**config.mk**
```make
export PLATFORM = sky130hd
export DESIGN_NAME = cfg_serial_loader
export DESIGN_NICKNAME = d
export VERILOG_FILES = /design/src/rtl/cfg_load_pkg.sv /design/src/rtl/cfg_pin_sync.sv /design/src/rtl/cfg_shift_frame.sv /design/src/rtl/cfg_reg_bank.sv /design/src/rtl/cfg_serial_loader.sv
export SDC_FILE = /design/constraint.sdc
export NUM_CORES = 1
export LEC_CHECK = 0
export ABC_AREA = 1
export BUFFER_PORTS_ARGS = -buffer_cell sky130_fd_sc_hd__buf_2
export CAP_MARGIN = 10
export CORE_MARGIN = 10
export CORE_UTILIZATION = 55
export CTS_CLUSTER_SIZE = 30
export DETAILED_ROUTE_END_ITERATION = 10
export GPL_ROUTABILITY_DRIVEN = 0
export HOLD_SLACK_MARGIN = 0.05
export PLACE_DENSITY = 0.8
export SYNTH_ARGS = -nofsm -noshare
export SYNTH_HDL_FRONTEND = slang
export SYNTH_SLANG_ARGS = --single-unit
export TNS_END_PERCENT = 1
```
**constraint.sdc**
```tcl
create_clock -name clk -period 2.2 [get_ports clk]
set_input_delay 0.22 -clock clk [delete_from_list [all_inputs] [get_ports clk]]
set_output_delay 0.22 -clock clk [all_outputs]
set_load 0.1 [all_outputs]
```
**src/rtl/cfg_load_pkg.sv**
```systemverilog
// Shared constants and the destination register encoding for the serial
// configuration loader. Assumes the select code is three bits wide.
package cfg_load_pkg;
    localparam int FRAME_BITS = 32;
    localparam int SEL_BITS   = 3;
    localparam int DEST_COUNT = 5;
    localparam int SYNC_DEPTH = 2;

    typedef enum logic [2:0] {
        DEST_FRAC_INT = 3'd0,
        DEST_PHASE    = 3'd1,
        DEST_MOD_REF  = 3'd2,
        DEST_FUNC     = 3'd3,
        DEST_CLK_DIV  = 3'd4
    } dest_sel_e;
endpackage

```
**src/rtl/cfg_pin_sync.sv**
```systemverilog
// Multi-bit level synchronizer: each bit passes through STAGES flip-flops
// into the clk domain. Assumes the bits are independent asynchronous levels.
module cfg_pin_sync #(
    parameter int WIDTH  = 3,
    parameter int STAGES = 2
) (
    input  logic             clk,
    input  logic             rst_n,
    input  logic [WIDTH-1:0] async_i,
    output logic [WIDTH-1:0] level_o
);
    logic [WIDTH-1:0] stage_q [STAGES];

    // Purpose: move each pin through the synchronizer chain.
    always_ff @(posedge clk) begin
        if (!rst_n) begin
            for (int s = 0; s < STAGES; s++) stage_q[s] <= '0;
        end else begin
            stage_q[0] <= async_i;
            for (int s = 1; s < STAGES; s++) stage_q[s] <= stage_q[s-1];
        end
    end

    assign level_o = stage_q[STAGES-1];
endmodule

```
**src/rtl/cfg_shift_frame.sv**
```systemverilog
// Frame register: appends one bit on each shift enable, MSB first, and
// clears on request. Assumes clear and shift are never wanted together;
// clear wins if they are.
module cfg_shift_frame #(
    parameter int FRAME_BITS = 32
) (
    input  logic                  clk,
    input  logic                  rst_n,
    input  logic                  shift_i,
    input  logic                  bit_i,
    input  logic                  clear_i,
    output logic [FRAME_BITS-1:0] frame_o
);
    // Purpose: clear or shift the frame register.
    always_ff @(posedge clk) begin
        if (!rst_n || clear_i) begin
            frame_o <= '0;
        end else if (shift_i) begin
            frame_o <= {frame_o[FRAME_BITS-2:0], bit_i};
        end
    end
endmodule

```
**src/rtl/cfg_reg_bank.sv**
```systemverilog
// Destination register bank: on a load, writes the payload into the
// register whose index equals the select code and raises its update pulse
// for one cycle. Codes at or above DEST_COUNT match nothing and are ignored.
module cfg_reg_bank #(
    parameter int DEST_COUNT = 5,
    parameter int SEL_BITS   = 3,
    parameter int DATA_BITS  = 29
) (
    input  logic                            clk,
    input  logic                            rst_n,
    input  logic                            load_i,
    input  logic [SEL_BITS-1:0]             sel_i,
    input  logic [DATA_BITS-1:0]            data_i,
    output logic [DEST_COUNT*DATA_BITS-1:0] cfg_o,
    output logic [DEST_COUNT-1:0]           upd_o
);
    for (genvar g = 0; g < DEST_COUNT; g++) begin : g_dest
        logic hit;
        assign hit = load_i && (sel_i == SEL_BITS'(g));

        // Purpose: hold one register and emit its update pulse on a write.
        always_ff @(posedge clk) begin
            if (!rst_n) begin
                cfg_o[g*DATA_BITS +: DATA_BITS] <= '0;
                upd_o[g]                        <= 1'b0;
            end else begin
                upd_o[g] <= hit;
                if (hit) cfg_o[g*DATA_BITS +: DATA_BITS] <= data_i;
            end
        end
    end
endmodule

```
**src/rtl/cfg_serial_loader.sv**
```systemverilog
// Serial configuration loader top. It synchronizes the three serial pins,
// detects serial clock and latch edges in the clk domain, shifts frames and
// transfers them into the register bank on a latch rise. Assumes clk is at
// least four times the serial clock rate.
module cfg_serial_loader
    import cfg_load_pkg::*;
#(
    parameter int FRAME_BITS_P = FRAME_BITS,
    parameter int SEL_BITS_P   = SEL_BITS,
    parameter int DEST_COUNT_P = DEST_COUNT,
    parameter int SYNC_DEPTH_P = SYNC_DEPTH,
    localparam int DATA_BITS   = FRAME_BITS_P - SEL_BITS_P
) (
    input  logic                              clk,
    input  logic                              rst_n,
    input  logic                              ser_clk_i,
    input  logic                              ser_data_i,
    input  logic                              ser_le_i,
    output logic [DEST_COUNT_P*DATA_BITS-1:0] cfg_o,
    output logic [DEST_COUNT_P-1:0]           upd_o
);
    localparam int PIN_CLK  = 0;
    localparam int PIN_DATA = 1;
    localparam int PIN_LE   = 2;

    logic [2:0] pin_lvl;
    logic       sclk_prev, le_prev;
    logic       sclk_rise, le_rise, le_fall, le_lvl;
    logic [FRAME_BITS_P-1:0] frame;

    cfg_pin_sync #(.WIDTH(3), .STAGES(SYNC_DEPTH_P)) u_sync (
        .clk     (clk),
        .rst_n   (rst_n),
        .async_i ({ser_le_i, ser_data_i, ser_clk_i}),
        .level_o (pin_lvl)
    );

    // Purpose: remember last synchronized clock and latch levels for edges.
    always_ff @(posedge clk) begin
        if (!rst_n) begin
            sclk_prev <= 1'b0;
            le_prev   <= 1'b0;
        end else begin
            sclk_prev <= pin_lvl[PIN_CLK];
            le_prev   <= pin_lvl[PIN_LE];
        end
    end

    assign le_lvl    = pin_lvl[PIN_LE];
    assign sclk_rise = pin_lvl[PIN_CLK] & ~sclk_prev;
    assign le_rise   = le_lvl & ~le_prev;
    assign le_fall   = ~le_lvl & le_prev;

    cfg_shift_frame #(.FRAME_BITS(FRAME_BITS_P)) u_frame (
        .clk     (clk),
        .rst_n   (rst_n),
        .shift_i (sclk_rise & ~le_lvl),
        .bit_i   (pin_lvl[PIN_DATA]),
        .clear_i (le_fall),
        .frame_o (frame)
    );

    cfg_reg_bank #(
        .DEST_COUNT (DEST_COUNT_P),
        .SEL_BITS   (SEL_BITS_P),
        .DATA_BITS  (DATA_BITS)
    ) u_bank (
        .clk    (clk),
        .rst_n  (rst_n),
        .load_i (le_rise),
        .sel_i  (frame[SEL_BITS_P-1:0]),
        .data_i (frame[FRAME_BITS_P-1:SEL_BITS_P]),
        .cfg_o  (cfg_o),
        .upd_o  (upd_o)
    );
endmodule

```
# Word level (Yosys, flattened, before mapping)
# Memory sizes are Yosys's and may differ from the RTL's.
# Cells that the tools add are included.
# word_totals
mem_bits_rw	6
reg_bits	184
input_bits	5
word_cells	39
mem_count	1
# op_classes
n_mux	4
eq_ne	4
bitwise	9
reduce_logical	8
# mem_list
name	depth	width	rd	rd_clocked_by_memory_dff	write_ports	line_no	source
u_sync.stage_q	2	3	2	0	2	cfg_pin_sync.sv:12	logic [WIDTH-1:0] stage_q [STAGES];
# op_table
operator	n
3-bit by 2-bit equality test with 1-bit output, second input constant	2
3-bit 2-to-1 mux	2
1-bit logical AND	5
1-bit bitwise AND	4
3-bit by 1-bit equality test with 1-bit output, second input constant	1
3-bit equality test, second input constant	1
3-bit logical NOT	1
1-bit NOT	3
1-bit 2-to-1 mux	2
1-bit bitwise OR	2
1-bit logical NOT	1
1-bit logical OR	1

# Longest topological paths before layout
# logic_depth
depth_word	3
ltp_mapped	8
ltp_nobuf	6

# By module
# Synthesis repeated with hierarchy kept, for this count alone.
# unflattened
hier_cells	1021
area_unflattened_um2	7537.2
# modules_own_cells
module	cells_per_inst	area_per_inst_um2	seq_area_each_um2	n_inst
cfg_reg_bank	847	5890.6	3002.9	1
cfg_shift_frame	141	1378.8	640.6	1
cfg_pin_sync	21	187.7	120.1	1
cfg_serial_loader	12	80.1	40.0	1

# Worst setup path before layout
# No wires, ideal clock.
# synth_path
path_type	register to register
start	reg u_frame.frame_o[1]
end	reg u_bank.cfg_o[76]
n_path_buf	2
setup_ps	117
period_less_slack_ps	1249
required_ps	2083
t_arrival_ps	1133
slack_ps	951
path_stages_with_launch	8
cell_sequence	dfxtp_1 -> inv_2 -> nor2_1 -> buf_2 -> buf_2 -> nand3_1 -> nand2_1 -> nor2_1
# synth_via
elab_chain_len	2
# synth_rtl
item	line_no	source
start, declared	cfg_shift_frame.sv:12	output logic [FRAME_BITS-1:0] frame_o
start signal, assigned	cfg_shift_frame.sv:19	frame_o <= {frame_o[FRAME_BITS-2:0], bit_i};
3-bit by 2-bit equality test with 1-bit output	cfg_reg_bank.sv:19	assign hit = load_i && (sel_i == SEL_BITS'(g));
1-bit logical AND	cfg_reg_bank.sv:19	
end signal, assigned by index	cfg_reg_bank.sv:28	if (hit) cfg_o[g*DATA_BITS +: DATA_BITS] <= data_i;
end, declared	cfg_reg_bank.sv:14	output logic [DEST_COUNT*DATA_BITS-1:0] cfg_o,
# No other way between the ends.
# A chain may end at the register's enable or synchronous reset.

==> impl_metrics.csv <==
group,metric,value,unit
run_status,status,"finished, final reports clean",
setup_path,crit_path_frequent_cell,"nand2_1",
power_and_ir_drop,p_int,5390,µW
synthesis,syn_area,7206,µm²
clock_tree,clk_transition_reported_paths,70,ps
sta,period_share,0.7499,
die,ioPinCount,155,
clock_tree,cts.sinks,190,
setup_path,cp_slowest_stage_delay,460,ps
sta,final_hold_viol_count,0,
job,maxCapViolations,0,
route,vias_per_cell,4.955,
die,num_rows,41,
power_and_ir_drop,p_sw_frac,0.2623,
hold_path,min_path_type,"input port to register",
synthesis,synth_cells,1012,
cells_and_area,diodes,0,
synthesis,netlist_top_cells_area,"dfxtp_1 (53%), nor2_1 (15%), nand2_1 (13%), nand3_1 (8.2%), a21oi_1 (2.2%)",
global_route,grt_pass1_wl,31070,µm
die,core-area,12720,µm²
global_route,first_global_vias,6147,
cells_and_area,nNetsFinal,1144,
cells_and_area,layout-drive-gt1-share,0.1896,
sta,max_freq,606.2,MHz
sta,tightest_slew,577.1,ps
setup_path,crit_path_cell_trace,"nand3_1 > nor2_4 > buf_12 > nand2_1 > nand2_1 > nor2_1",
setup_path,critPathSlowestCell,"nor2_4",
die,initial_utilization,0.5664,
clock_tree,cts_buffer_depth,2,
clock_tree,clk_latency,430,ps
die,die_area,18080,µm²
sta,maxSlewViolCount,0,
setup_path,required,2520,ps
setup_path,path_max_fanout,34,
clock_tree,cts_inserted_buffers,17,
sta,fin_setup_tns,0,ps
route,finalWirelength,18980,µm
synthesis,synth_top_cell_by_area,"dfxtp_1",
synthesis,ys_ff_latch,190,
cells_and_area,syn_to_final_growth,20.02,%
power_and_ir_drop,combPwrFrac,0.105,
global_route,grt.overflow.total,0,
global_route,grt_max_degree,88,
clock_tree,h-tree-depth,4,
sta,timing.slew.headroom,0.6152,
die,die_x,134.5,µm
sta,finalCriticalPeriod,1650,ps
power_and_ir_drop,irDropWorstVdd,0.0004857,V
sta,hold_slack,174.0,ps
route,first_pass_iters,5,
route,vias,6551,
power_and_ir_drop,leakage,0.004198,µW
setup_path,r2r_setup_slack,550,ps
cells_and_area,final_common_cell,"nor2_1",
global_route,grtUsageTotal,0.2105,
setup_path,start_kind,"register",
synthesis,synthDistinctLibCells,19,
clock_tree,clock-root-buffer,"clkbuf_16",
synthesis,yosysWarnings,0,
sta,finalSetupViolations,0,
power_and_ir_drop,p_seq_frac,0.488,
setup_path,worstSetupPathType,"register to register",
place,hpwl,13170,µm
route,drtIter0Drc,598,
place,io_buffers,154,
power_and_ir_drop,pwr-share-clk,0.407,
synthesis,syn_avg_cell_area,7.120,µm²
route,final_antenna_net_count,0,
setup_path,endpoint_kind,"register",
setup_path,cp.arrival,1970,ps
route,drc,0,
clock_tree,cts_tree,"yes",
sta,clock_skew,6.670,ps
global_route,antenna_found_initial,0,
cells_and_area,final_cell_mix,"nor2_1 (292), nand2_1 (246), dfxtp_1 (190)",
sta,rsz0062_at_grt,"no",
power_and_ir_drop,p_per_area,844.8,nW/µm²
synthesis,yosysTopAreaCellShare,0.5279,
die,fp.dieH,134.5,µm
synthesis,ys_seq_area_frac,0.5279,
route,drt-wirelength-per-cell,14.35,µm
power_and_ir_drop,power.switching,1916,µW
synthesis,synthesis.nets,1017,
kinds of logic after synthesis:
kind of cell           after synthesis  synth area share
DFF                                190            0.5279
and+or+nand+nor                    673            0.3751
buffers and inverters              116           0.07414
AOI/OAI and AO/OA                   33           0.02292
state kept, by name, indices dropped and copies added (netlist names):
register,flops
u_sync.stage_q,6
u_frame.frame_o,32
le_prev,1
u_bank.cfg_o,145
u_bank.upd_o,5
sclk_prev,1
synth_stat cells:
cell type and instances:
dfxtp_1 190, nor2_1 297, nand3_1 118, nand3_2 1, buf_4 13, a21oi_1 32, clkinv_1 1, inv_1 41
nand4_1 3, buf_1 12, nand2_2 1, nor3_1 4, inv_2 6, nand2_1 246, o21ai_1 1, nor2_2 3
buf_2 28, clkbuf_1 13, buf_6 2
critical path: cells and delay by family (launching register included):
kind | cells | cell delay [ps]
buffers and inverters | 1 | 260
DFF | 1 | 450
and+or+nand+nor | 5 | 810
power groups by stage:
| stage | Clock, µW | Combinational, µW | Sequential [µW] |
|---|---|---|---|
| 5_1_grt | 3140 | 832 | 3570 |
| 2_1_floorplan | 0 | 318 | 3940 |
| 3_5_place_dp | 0 | 760 | 3640 |
| 6_report | 2970 | 767 | 3570 |
| 4_1_cts | 3000 | 768 | 3570 |
| 3_3_place_gp | 0 | 754 | 3640 |
layer usage:
metal  vias up  global-route usage  wire (µm)
li1       3367                   -          -
met1      2912              0.2573       8126
met2       234              0.3381       8879
met3        38             0.06528       1513
met4         0             0.08404        458
met5         -                   0          0
stage by stage:
step                  util  total power (µW)  setup WS [ps]  instance area, µm²  cells
global placement    0.6326              4395          636.1                8048   1289
global route        0.6798              7540          391.1                8648   1322
detailed placement  0.6326              4403          592.6                8048   1289
floorplan                -              4258          950.7                7206   1012
finish              0.6798              7306          550.3                8648   1322
CTS                 0.6798              7332          560.4                8648   1322
final cells by class:
| type | instances | area [µm²] |
|---|---|---|
| tap | 172 | 215.2 |
| clock buffer | 25 | 515.5 |
| fill | 1168 | 4074 |
| multi-input combinational | 706 | 2895 |
| inverter | 48 | 180.2 |
| sequential | 190 | 3804 |
| clock inverter | 5 | 55.05 |
| timing repair buffer | 176 | 983.4 |
path summary, 6_finish.rpt:
check,to,startpoint,depth (start not counted)
setup / recovery,u_bank.cfg_o[140]$_SDFFE_PN0P_,u_sync.stage_q[0][5]$_SDFF_PN0_,6
hold / removal,u_bank.cfg_o[7]$_SDFFE_PN0P_,rst_n,3
setup reg to reg,u_bank.cfg_o[140]$_SDFFE_PN0P_,u_sync.stage_q[0][5]$_SDFF_PN0_,6
hold reg to reg,u_sync.stage_q[0][5]$_SDFF_PN0_,u_sync.stage_q[0][2]$_SDFF_PN0_,2
timing repair:
| item | 4_1_cts | 5_1_grt |
|---|---|---|
| gates resized for setup | 0 | 0 |
| hold buffers | 3 | 0 |
| buffers inserted | 0 | 0 |
| endpoints found under the setup margin | 0 | 0 |
| hold endpoints to repair | 3 | 0 |
No activity file was read; power rests on OpenSTA's default activity.
